$ cat config.mk
export PLATFORM = sky130hd
export DESIGN_NAME = ssq_sram_seq
export DESIGN_NICKNAME = d
export VERILOG_FILES = /design/src/rtl/ssq_pkg.sv /design/src/rtl/ssq_decode.sv /design/src/rtl/ssq_addr_pipe.sv /design/src/rtl/ssq_rd_track.sv /design/src/rtl/ssq_sram_seq.sv
export SDC_FILE = /design/constraint.sdc
export NUM_CORES = 1
export LEC_CHECK = 0
export BUFFER_PORTS_ARGS = -buffer_cell sky130_fd_sc_hd__clkbuf_2
export CORE_MARGIN = 1
export CORE_UTILIZATION = 31
export DETAILED_ROUTE_END_ITERATION = 10
export GPL_TIMING_DRIVEN = 1
export PLACE_DENSITY = 0.48
export SETUP_SLACK_MARGIN = 0.15
export SLEW_MARGIN = 20
export SYNTH_ARGS = -nofsm -noshare
export SYNTH_HDL_FRONTEND = slang
export SYNTH_SLANG_ARGS = --single-unit
$ cat constraint.sdc
create_clock -name clk -period 6 [get_ports clk]
set_input_delay 1.2 -clock clk [delete_from_list [all_inputs] [get_ports clk]]
set_output_delay 1.2 -clock clk [all_outputs]
set_load 0.02 [all_outputs]
$ cat src/rtl/ssq_pkg.sv
package ssq_pkg;
  localparam int DQ_W    = 68;
  localparam int SADR_W  = 22;
  localparam int ROW_W   = 15;
  localparam int ID_W    = 5;
  localparam int SEL_LSB = 19;
  localparam int ID_LSB  = 21;
  localparam logic [1:0] SEL_SRAM = 2'b10;

  typedef enum logic [1:0] {
    OP_NOP = 2'b00,
    OP_RD  = 2'b01,
    OP_WR  = 2'b10,
    OP_RSV = 2'b11
  } op_e;

  typedef struct packed {
    logic              vld;
    logic [SADR_W-1:0] addr;
  } slot_t;
endpackage

$ cat src/rtl/ssq_decode.sv
module ssq_decode
  import ssq_pkg::*;
(
  input  logic              clk,
  input  logic              rst_n,
  input  logic              cmd_vld,
  input  logic [1:0]        cmd_op,
  input  logic [1:0]        cmd_ext,
  input  logic [DQ_W-1:0]   dq_i,
  input  logic [ID_W-1:0]   dev_id,
  input  logic              rd_busy,
  output logic              rd_go,
  output logic              wr_go,
  output logic [SADR_W-1:0] go_addr,
  output logic              proto_err
);
  localparam int PAD = SADR_W - 2 - ROW_W;

  logic              half_q;
  op_e               op_q;
  logic [SADR_W-1:0] addr_q;
  logic              sel_ok, id_ok, op_ok, first_ok, second_ok;

  always_comb begin
    sel_ok    = (dq_i[SEL_LSB +: 2] == SEL_SRAM);
    id_ok     = (dq_i[ID_LSB +: ID_W] == dev_id);
    op_ok     = (op_e'(cmd_op) == OP_RD) || (op_e'(cmd_op) == OP_WR);
    first_ok  = !half_q && !rd_busy && cmd_vld && sel_ok && id_ok && op_ok;
    second_ok = half_q && cmd_vld && sel_ok && (op_e'(cmd_op) == op_q);
    rd_go     = second_ok && (op_q == OP_RD);
    wr_go     = second_ok && (op_q == OP_WR);
    go_addr   = addr_q;
  end

  always_ff @(posedge clk) begin
    if (!rst_n) begin
      half_q    <= 1'b0;
      op_q      <= OP_NOP;
      addr_q    <= '0;
      proto_err <= 1'b0;
    end else begin
      half_q <= first_ok;
      if (first_ok) begin
        op_q   <= op_e'(cmd_op);
        addr_q <= {cmd_ext, {PAD{1'b0}}, dq_i[ROW_W-1:0]};
      end
      if (!half_q && rd_busy && cmd_vld) proto_err <= 1'b1;
    end
  end


  err_sticky_chk: assert property (@(posedge clk) disable iff (!rst_n)
    proto_err |=> proto_err);


  go_needs_prior_vld_chk: assert property (@(posedge clk) disable iff (!rst_n)
    (rd_go || wr_go) |-> $past(cmd_vld));
endmodule

$ cat src/rtl/ssq_addr_pipe.sv
module ssq_addr_pipe
  import ssq_pkg::*;
#(
  parameter int SW = 2
) (
  input  logic              clk,
  input  logic              rst_n,
  input  logic              rd_go,
  input  logic              wr_go,
  input  logic [SADR_W-1:0] go_addr,
  input  logic [SW-1:0]     srch_lat,
  output logic [SADR_W-1:0] sadr_o,
  output logic              sadr_oe,
  output logic              sce_n,
  output logic              sale_n
);
  localparam int NSRCH = 1 << SW;
  localparam int L     = NSRCH + 4;
  localparam int LW    = $clog2(L);

  slot_t      pipe [L];
  logic [LW-1:0] rd_j, wr_j;

  always_comb begin
    rd_j = LW'(L - 4) - LW'(srch_lat);
    wr_j = LW'(L - 5) - LW'(srch_lat);
  end

  for (genvar i = 0; i < L; i++) begin : g_slot
    logic hit;
    assign hit = (rd_go && rd_j == LW'(i)) || (wr_go && wr_j == LW'(i));
    if (i == 0) begin : g_head
      always_ff @(posedge clk) begin
        if (!rst_n)   pipe[i] <= '0;
        else if (hit) pipe[i] <= '{vld: 1'b1, addr: go_addr};
        else          pipe[i] <= '0;
      end
    end else begin : g_body
      always_ff @(posedge clk) begin
        if (!rst_n)   pipe[i] <= '0;
        else if (hit) pipe[i] <= '{vld: 1'b1, addr: go_addr};
        else          pipe[i] <= pipe[i-1];
      end
    end
  end

  always_comb begin
    sadr_oe = pipe[L-1].vld;
    sce_n   = !pipe[L-1].vld;
    sale_n  = !pipe[L-1].vld;
    sadr_o  = pipe[L-1].vld ? pipe[L-1].addr : '0;
  end


  no_slot_clash_chk: assert property (@(posedge clk) disable iff (!rst_n)
    rd_go |-> !pipe[rd_j - LW'(1)].vld);
endmodule

$ cat src/rtl/ssq_rd_track.sv
module ssq_rd_track #(
  parameter int SW = 2,
  parameter int HW = 3,
  parameter int CW = 5
) (
  input  logic          clk,
  input  logic          rst_n,
  input  logic          rd_go,
  input  logic [SW-1:0] srch_lat,
  input  logic [HW-1:0] hit_lat,
  output logic          rd_busy,
  output logic [CW-1:0] rd_phase,
  output logic [SW-1:0] rd_slat,
  output logic          ack_o,
  output logic          ack_oe,
  output logic          dq_oe
);
  logic [SW-1:0] s_q;
  logic [HW-1:0] h_q;
  logic [CW-1:0] cnt, last_c, drv_c, pulse_c;

  always_comb begin
    drv_c   = CW'(4) + CW'(s_q);
    pulse_c = CW'(5) + CW'(s_q) + CW'(h_q);
    last_c  = CW'(6) + CW'(s_q) + CW'(h_q);
    ack_oe  = rd_busy && (cnt >= drv_c);
    ack_o   = rd_busy && (cnt == pulse_c);
    dq_oe   = rd_busy && ((cnt == drv_c) || (cnt == drv_c + CW'(1)));
    rd_phase = cnt;
    rd_slat  = s_q;
  end

  always_ff @(posedge clk) begin
    if (!rst_n) begin
      rd_busy <= 1'b0;
      cnt     <= '0;
      s_q     <= '0;
      h_q     <= '0;
    end else if (rd_go) begin
      rd_busy <= 1'b1;
      cnt     <= CW'(2);
      s_q     <= srch_lat;
      h_q     <= hit_lat;
    end else if (rd_busy) begin
      if (cnt == last_c) begin
        rd_busy <= 1'b0;
        cnt     <= '0;
      end else begin
        cnt <= cnt + CW'(1);
      end
    end
  end


  ack_pulse_chk: assert property (@(posedge clk) disable iff (!rst_n)
    ack_o |=> !ack_o);


  ack_low_release_chk: assert property (@(posedge clk) disable iff (!rst_n)
    $fell(ack_oe) |-> !$past(ack_o));


  dq_in_ack_chk: assert property (@(posedge clk) disable iff (!rst_n)
    dq_oe |-> ack_oe);
endmodule

$ cat src/rtl/ssq_sram_seq.sv
module ssq_sram_seq
  import ssq_pkg::*;
#(
  parameter int SW = 2,
  parameter int HW = 3
) (
  input  logic              clk,
  input  logic              rst_n,
  input  logic              cmd_vld,
  input  logic [1:0]        cmd_op,
  input  logic [1:0]        cmd_ext,
  input  logic [DQ_W-1:0]   dq_i,
  input  logic [ID_W-1:0]   dev_id,
  input  logic [SW-1:0]     cfg_srch_lat,
  input  logic [HW-1:0]     cfg_hit_lat,
  output logic              dq_oe,
  output logic [SADR_W-1:0] sadr_o,
  output logic              sadr_oe,
  output logic              sce_n,
  output logic              sale_n,
  output logic              ack_o,
  output logic              ack_oe,
  output logic              proto_err
);
  localparam int MAXC = 6 + ((1 << SW) - 1) + ((1 << HW) - 1);
  localparam int CW   = $clog2(MAXC + 1);

  logic              rd_go, wr_go, rd_busy;
  logic [SADR_W-1:0] go_addr;
  logic [CW-1:0]     rd_phase;
  logic [SW-1:0]     rd_slat;

  ssq_decode u_dec (
    .clk(clk), .rst_n(rst_n), .cmd_vld(cmd_vld), .cmd_op(cmd_op),
    .cmd_ext(cmd_ext), .dq_i(dq_i), .dev_id(dev_id), .rd_busy(rd_busy),
    .rd_go(rd_go), .wr_go(wr_go), .go_addr(go_addr), .proto_err(proto_err)
  );

  ssq_addr_pipe #(.SW(SW)) u_pipe (
    .clk(clk), .rst_n(rst_n), .rd_go(rd_go), .wr_go(wr_go),
    .go_addr(go_addr), .srch_lat(cfg_srch_lat), .sadr_o(sadr_o),
    .sadr_oe(sadr_oe), .sce_n(sce_n), .sale_n(sale_n)
  );

  ssq_rd_track #(.SW(SW), .HW(HW), .CW(CW)) u_trk (
    .clk(clk), .rst_n(rst_n), .rd_go(rd_go), .srch_lat(cfg_srch_lat),
    .hit_lat(cfg_hit_lat), .rd_busy(rd_busy), .rd_phase(rd_phase),
    .rd_slat(rd_slat), .ack_o(ack_o), .ack_oe(ack_oe), .dq_oe(dq_oe)
  );


  rd_blocks_chk: assert property (@(posedge clk) disable iff (!rst_n)
    rd_go |=> rd_busy);


  rd_strobe_align_chk: assert property (@(posedge clk) disable iff (!rst_n)
    (rd_busy && rd_phase == CW'(5) + CW'(rd_slat)) |-> !sce_n);
endmodule

==> results of run 1 <==
[where the power goes]
| group | total [mW] | switching (mW) | leakage, nW | internal, mW |
|---|---|---|---|---|
| clock network | 1.05 | 0.507 | 0.261 | 0.544 |
| registers | 1.39 | 0.0117 | 1.73 | 1.38 |
| logic | 0.119 | 0.0784 | 1.83 | 0.0405 |
| total | 2.56 | 0.598 | 3.83 | 1.96 |
[registers in the layout, indices dropped and copies added, names as in the netlist, 2 cells and up]
name and flops:
u_pipe.pipe 144, u_dec.go_addr 17, u_trk.rd_phase 5, u_trk.h_q 3
u_dec.op_q 2, u_trk.rd_slat 2
[final timing paths]
check	endpoint	slack, ps
setup reg to reg	u_trk.rd_phase[0]	3410
setup / recovery	ack_o	2370
hold / removal	u_dec.proto_err	490
hold reg to reg	u_dec.proto_err	490
[cell type report]
type	count	share of cell area (%)
clock buffers	17	4.39
clock inverters	15	1.35
inverters	12	0.464
multi-input cells	563	34.6
flip-flops and latches	176	51.2
well taps	330	4.26
repair buffers	69	3.74
[per-stage QoR]
step,instance area [um2],total power [mW],hold WS (ps)
finish,9700,2.56,494
global route,9700,2.67,534
CTS,9700,2.60,496
detailed placement,9140,1.54,478
global placement,9140,1.53,477
floorplan,8600,1.50,482
[worst reg2reg max path: cells and delay by family, from the launching register on]
kind / cells / cell delay [ps]
buffers and inverters: 1 / 160
AO/OA/AOI/OAI: 2 / 410
XOR/XNOR: 1 / 110
flip-flops: 1 / 470
AND/OR/NAND/NOR: 1 / 800
adder cells (fa/ha/maj): 1 / 480
[cell families (layout without fill, tap and decap cells)]
kind of cell	count (synthesis)	in the layout	synth area share [%]
buf+inv	58	113	3.67
fa+ha+maj	14	14	2.36
simple gates	237	237	15.6
compound gates	63	63	4.57
mux	74	74	9.22
other cells	2	149	0.0933
flops	176	176	61.7
xor+xnor	26	26	2.83
[cell usage after synthesis, drive strengths merged, types with 3 or more instances]
| cell | count |
|---|---|
| a21oi | 23 |
| a311oi | 4 |
| a31oi | 3 |
| and2 | 88 |
| buf | 16 |
| clkbuf | 30 |
| dfxtp | 32 |
| edfxtp | 144 |
| ha | 12 |
| inv | 12 |
| mux2i | 73 |
| nand2 | 38 |
| nand3 | 21 |
| nand4 | 4 |
| nand4b | 3 |
| nor2 | 62 |
| nor3 | 5 |
| nor4 | 4 |
| o21ai | 22 |
| xnor2 | 18 |
| xor2 | 8 |
[routing by layer]
| metal | vias up | share of wire (%) | wire [um] |
|---|---|---|---|
| met2 | 62 | 47 | 6650 |
| met3 | 11 | 2.8 | 400 |
| met4 | 0 | 1.3 | 178 |
| li1 | 2519 | - | - |
| met1 | 2261 | 49 | 6890 |
| met5 | - | 0 | 0 |
==> results.yml, run 1 <==
finish:
  area_delta_synth_final_pct: 20.5
  n_antenna_cell: 0
  seqCellArea_mm2: 0.00496
  multi_input_comb_area_mm2: 0.00336
  utilization_pct: 38.3
  layout_commonest_cell: "conb_1"
  fillCellCount: 2507
  final_net_count: 938
  mostFrequentLayoutCells: "conb_1 (149), edfxtp_1 (144), and2_1 (88)"
  fin_cells: 1182
  final_layout_size_suffix_gt1_share_pct: 12.8
synth:
  syn_area_mm2: 0.00805
  synth_edf_count: 144
  synth_top_cell_by_area: "edfxtp_1"
  synth_seq_area_share_pct: 61.7
  synth_seq_cells: 176
  synthArstFlopShare_pct: 0
  synth.area.top_cells: "edfxtp_1 (54%), mux2i_1 (9.1%), dfxtp_1 (8.0%), and2_1 (6.8%), nor2_1 (2.9%)"
  avgSynthCellArea_um2: 12.4
  yosys_warnings: 0
  netlist.area_leader.share_pct: 53.7
  synthCells: 650
  synth.distinct_cells: 50
  synth_ff_type: "edfxtp_1"
clock_network:
  clk_pin_slew_worst_paths_ps: 70
  post_cts_resized: 0
  cts_hold_buf: 0
  postCtsSetupBuffers: 0
  tritoncts: "yes"
  clkSinkCount: 176
  clock-root-buffer: "clkbuf_16"
  insertion_delay_ps: 420
  numCtsBuffers: 17
  htreeDepth: 4
  clockBufferDepth: 2
drt:
  ant_nets: 0
  dr.pass1.iters: 5
  num_vias: 4853
  routedWlPerCell_um: 11.9
  viasPerCell: 4.11
  wl_um: 14100
  drt_iter0_drc: 247
  route.detailed.drc: 0
global_route:
  grtUsageMet1_pct: 15.0
  grt_pass1_wl_um: 23800
  grt-ovfl-total: 0
  grt_max_degree: 96
  grt_use_met3_pct: 2.97
  grt_pass1_vias: 4639
  antenna_found_initial: 0
  busiest_layer: "met2"
  grt_util_met2_pct: 19.5
  grt_usage_pct: 11.7
die:
  initial_core_util_pct: 31.8
  die_area_mm2: 0.0266
  die_width_um: 163
  num_rows: 58
  fp.dieH_um: 163
  ios: 114
  core_mm2: 0.0253
place:
  dpl.cell_count: 1150
  pre_cts_ws_ps: 2550
  hpwlAfterDp_um: 9070
  gp_congestion: 0.746
  place.port_buffers: 62
critical_path:
  cpMostUsedCell: "ha_1"
  cp_slowest_cell: "dfxtp_1"
  startpoint: "u_trk.rd_slat[1]"
  crit_chain: "ha_1 > inv_1 > ha_1 > xor2_1 > xnor2_1 > nand4_1 > nor3_1 > clkbuf_2"
  slowest_delay_ps: 470
  worstSetupStartpointType: "flop"
  crit_type: "reg2out"
  reg2reg_from: "u_trk.rd_slat[1]"
  worstPathMaxFanout: 6
  ff2ff_path_depth: 6
  cp_num_cells: 8
  crit_family: "adder cells"
  cp.arrival_ps: 2430
  worstSetupEndpointType: "output pin"
  cp.required_ps: 4800
  critPathBufInv: 2
power_and_ir_drop:
  power_density_mw_per_mm2: 264
  p_leak_nw: 3.83
  peakVddDrop_mv: 0.171
sta:
  slew_viol_final: 0
  finalCriticalPeriod_ps: 3630
  setup_violations: 0
  max-slew-margin-rel_pct: 29.7
  timing.final.ws_setup_ps: 2370
  hold_violations: 0
  max_freq_mhz: 276
  setup_tns_ps: 0
  period_share_pct: 60.5
  tightestPinTransition_ps: 1050
  clock_skew_ps: 9.74
  rsz0062_at_grt: "no"
flow_run:
  maxCapViolCount: 0
status:
  status: "complete, no violations"
worst_hold_path:
  hold_path.class: "reg2reg"
  hold_path_startpoint: "u_dec.proto_err"
  hold-path-cell-count: 2
No activity file was read; power rests on OpenSTA's default activity.
==> inputs of run 2 (changes only) <==
--- a/config.mk
+++ b/config.mk
@@ -10,7 +10,7 @@
 export CORE_UTILIZATION = 31
 export DETAILED_ROUTE_END_ITERATION = 10
 export GPL_TIMING_DRIVEN = 1
-export PLACE_DENSITY = 0.48
+export PLACE_DENSITY = 0.5
 export SETUP_SLACK_MARGIN = 0.15
 export SLEW_MARGIN = 20
 export SYNTH_ARGS = -nofsm -noshare
==> constraint.sdc (replaced) <==
create_clock -name clk -period 3.15 [get_ports clk]
set_input_delay 0.63 -clock clk [delete_from_list [all_inputs] [get_ports clk]]
set_output_delay 0.63 -clock clk [all_outputs]
set_load 0.02 [all_outputs]
==> results.yml, run 2 (same netlist as run 1, synthesis figures left out) <==
critical_path:
  cp_slowest_cell: "fa_1"
  worstSetupStartpointType: "flop"
  crit_type: "reg2out"
  crit_chain: "inv_1 > ha_2 > fa_1 > xnor2_1 > nand4_1 > nor3_2 > buf_4"
  slowest_delay_ps: 550
  worstSetupEndpointType: "output pin"
  cp.arrival_ps: 2220
  ff2ff_path_depth: 7
  cp.required_ps: 2520
  worstPathMaxFanout: 5
place:
  dpl_cell_area_mm2: 0.00921
  hpwlAfterDp_um: 9270
  gp_congestion: 0.750
  place.port_buffers: 62
sta:
  rsz0062_at_grt: "no"
  finalCriticalPeriod_ps: 2850
  max-slew-margin-rel_pct: 40.8
  setup_violations: 0
  setup_tns_ps: 0
  tightestPinTransition_ps: 880
  max_freq_mhz: 350
  period_share_pct: 90.6
  slew_viol_final: 0
  hold_violations: 0
  clock_skew_ps: 8.66
drt:
  wl_met1_um: 6490
  routedWlPerCell_um: 12.0
  top_layer: "met4"
  ant_nets: 0
  met2_length_um: 7040
  num_vias: 4950
  route.detailed.drc: 0
  viasPerCell: 4.16
  met3_length_um: 352
  wl_um: 14200
  dr.pass1.iters: 4
  drt_iter0_drc: 237
clock_network:
  clk_pin_slew_worst_paths_ps: 70
  clockBufferDepth: 2
  clock-root-buffer: "clkbuf_16"
  htreeDepth: 4
  cts_hold_buf: 0
  numCtsBuffers: 17
  clkSinkCount: 176
  tritoncts: "yes"
  insertion_delay_ps: 430
die:
  die_area_mm2: 0.0266
  initial_core_util_pct: 31.8
  core_mm2: 0.0253
  die_width_um: 163
  fp.dieH_um: 163
  num_rows: 58
  ios: 114
global_route:
  grt-ovfl-total: 0
  antenna_found_initial: 0
  grt_pass1_wl_um: 23500
  grt_usage_pct: 11.7
  grt_pass1_vias: 4697
  grt_max_degree: 95
finish:
  layout_commonest_cell: "conb_1"
  mostFrequentLayoutCells: "conb_1 (149), edfxtp_1 (144), and2_1 (88)"
  final_layout_size_suffix_gt1_share_pct: 14.4
  final_net_count: 947
  fin_area_mm2: 0.00984
  largest_register_ffs: 144
  largest-register: "u_pipe.pipe"
  n_antenna_cell: 0
  area_delta_synth_final_pct: 22.3
power_and_ir_drop:
  p_leak_nw: 3.90
  peakVddDrop_mv: 0.296
  power_density_mw_per_mm2: 507
worst_hold_path:
  hold-path-cell-count: 3
  hold_path.class: "in2reg"
flow_run:
  maxCapViolCount: 0
status:
  status: "complete, no violations"
-- run 2: changes by cell type in the layout (fill, tap and decap cells not counted), moves of 2 or more --
cell        change
buf_4           +9
clkinvlp_4      -4
inv_6           +4
dfxtp_1         -2
ha_1            -2
dfxtp_4         +2
-- run 2: worst paths after layout --
path | from | endpoint | slack, ps
setup / recovery | u_trk.rd_slat[0] | ack_o | 300
hold / removal | dq_i[4] | u_dec.go_addr[4] | 430
setup reg to reg | u_trk.rd_slat[1] | u_trk.rd_phase[4] | 640
hold reg to reg | u_dec.proto_err | u_dec.proto_err | 490
-- run 2: layer usage --
layer | GRT usage (%) | up-vias
met2 | 20.1 | 70
met4 | 5.65 | 0
met3 | 2.46 | 18
met1 | 13.9 | 2309
li1 | - | 2553
met5 | 0 | -
-- run 2: report_power, final --
| group | internal, mW | switching (mW) |
|---|---|---|
| clock network | 1.13 | 0.984 |
| logic | 0.0811 | 0.150 |
| registers | 2.62 | 0.0230 |
| total | 3.83 | 1.16 |
-- run 2: worst max-delay path: cells and delay by family (launching register included) --
kind | cells | cell delay, ps
adders and majority gates | 2 | 740
DFF | 1 | 400
xor gates and xnor gates | 1 | 120
buffers and inverters | 2 | 220
and+or+nand+nor | 2 | 320
-- run 2: timing repair --
item                                    CTS  global route
gates resized for setup                   5             5
endpoints found under the setup margin    1             1
pin swaps                                 1             2
setup buffers                             0             2
-- run 2: metrics by stage --
stage | total power, mW | cells | utilization, % | hold WS (ps) | setup slack (ps)
2_1_floorplan | 2.86 | 797 | - | 482 | 549
4_1_cts | 5.07 | 1189 | 38.7 | 409 | 173
5_1_grt | 5.20 | 1191 | 38.9 | 437 | 162
3_5_place_dp | 2.93 | 1157 | 36.4 | 475 | 492
3_3_place_gp | 2.93 | 1157 | 36.4 | 456 | 555
6_report | 4.99 | 1191 | 38.9 | 430 | 296
-- run 2: area by class of cell --
| cell class | instances | area, um2 |
|---|---|---|
| Clock buffer | 17 | 425 |
| Clock inverter | 15 | 163 |
| Fill cell | 2482 | 15500 |
| Inverter | 12 | 45.0 |
| Multi-Input combinational cell | 563 | 3380 |
| Sequential cell | 176 | 4970 |
| Tap cell | 330 | 413 |
| Timing Repair Buffer | 78 | 445 |
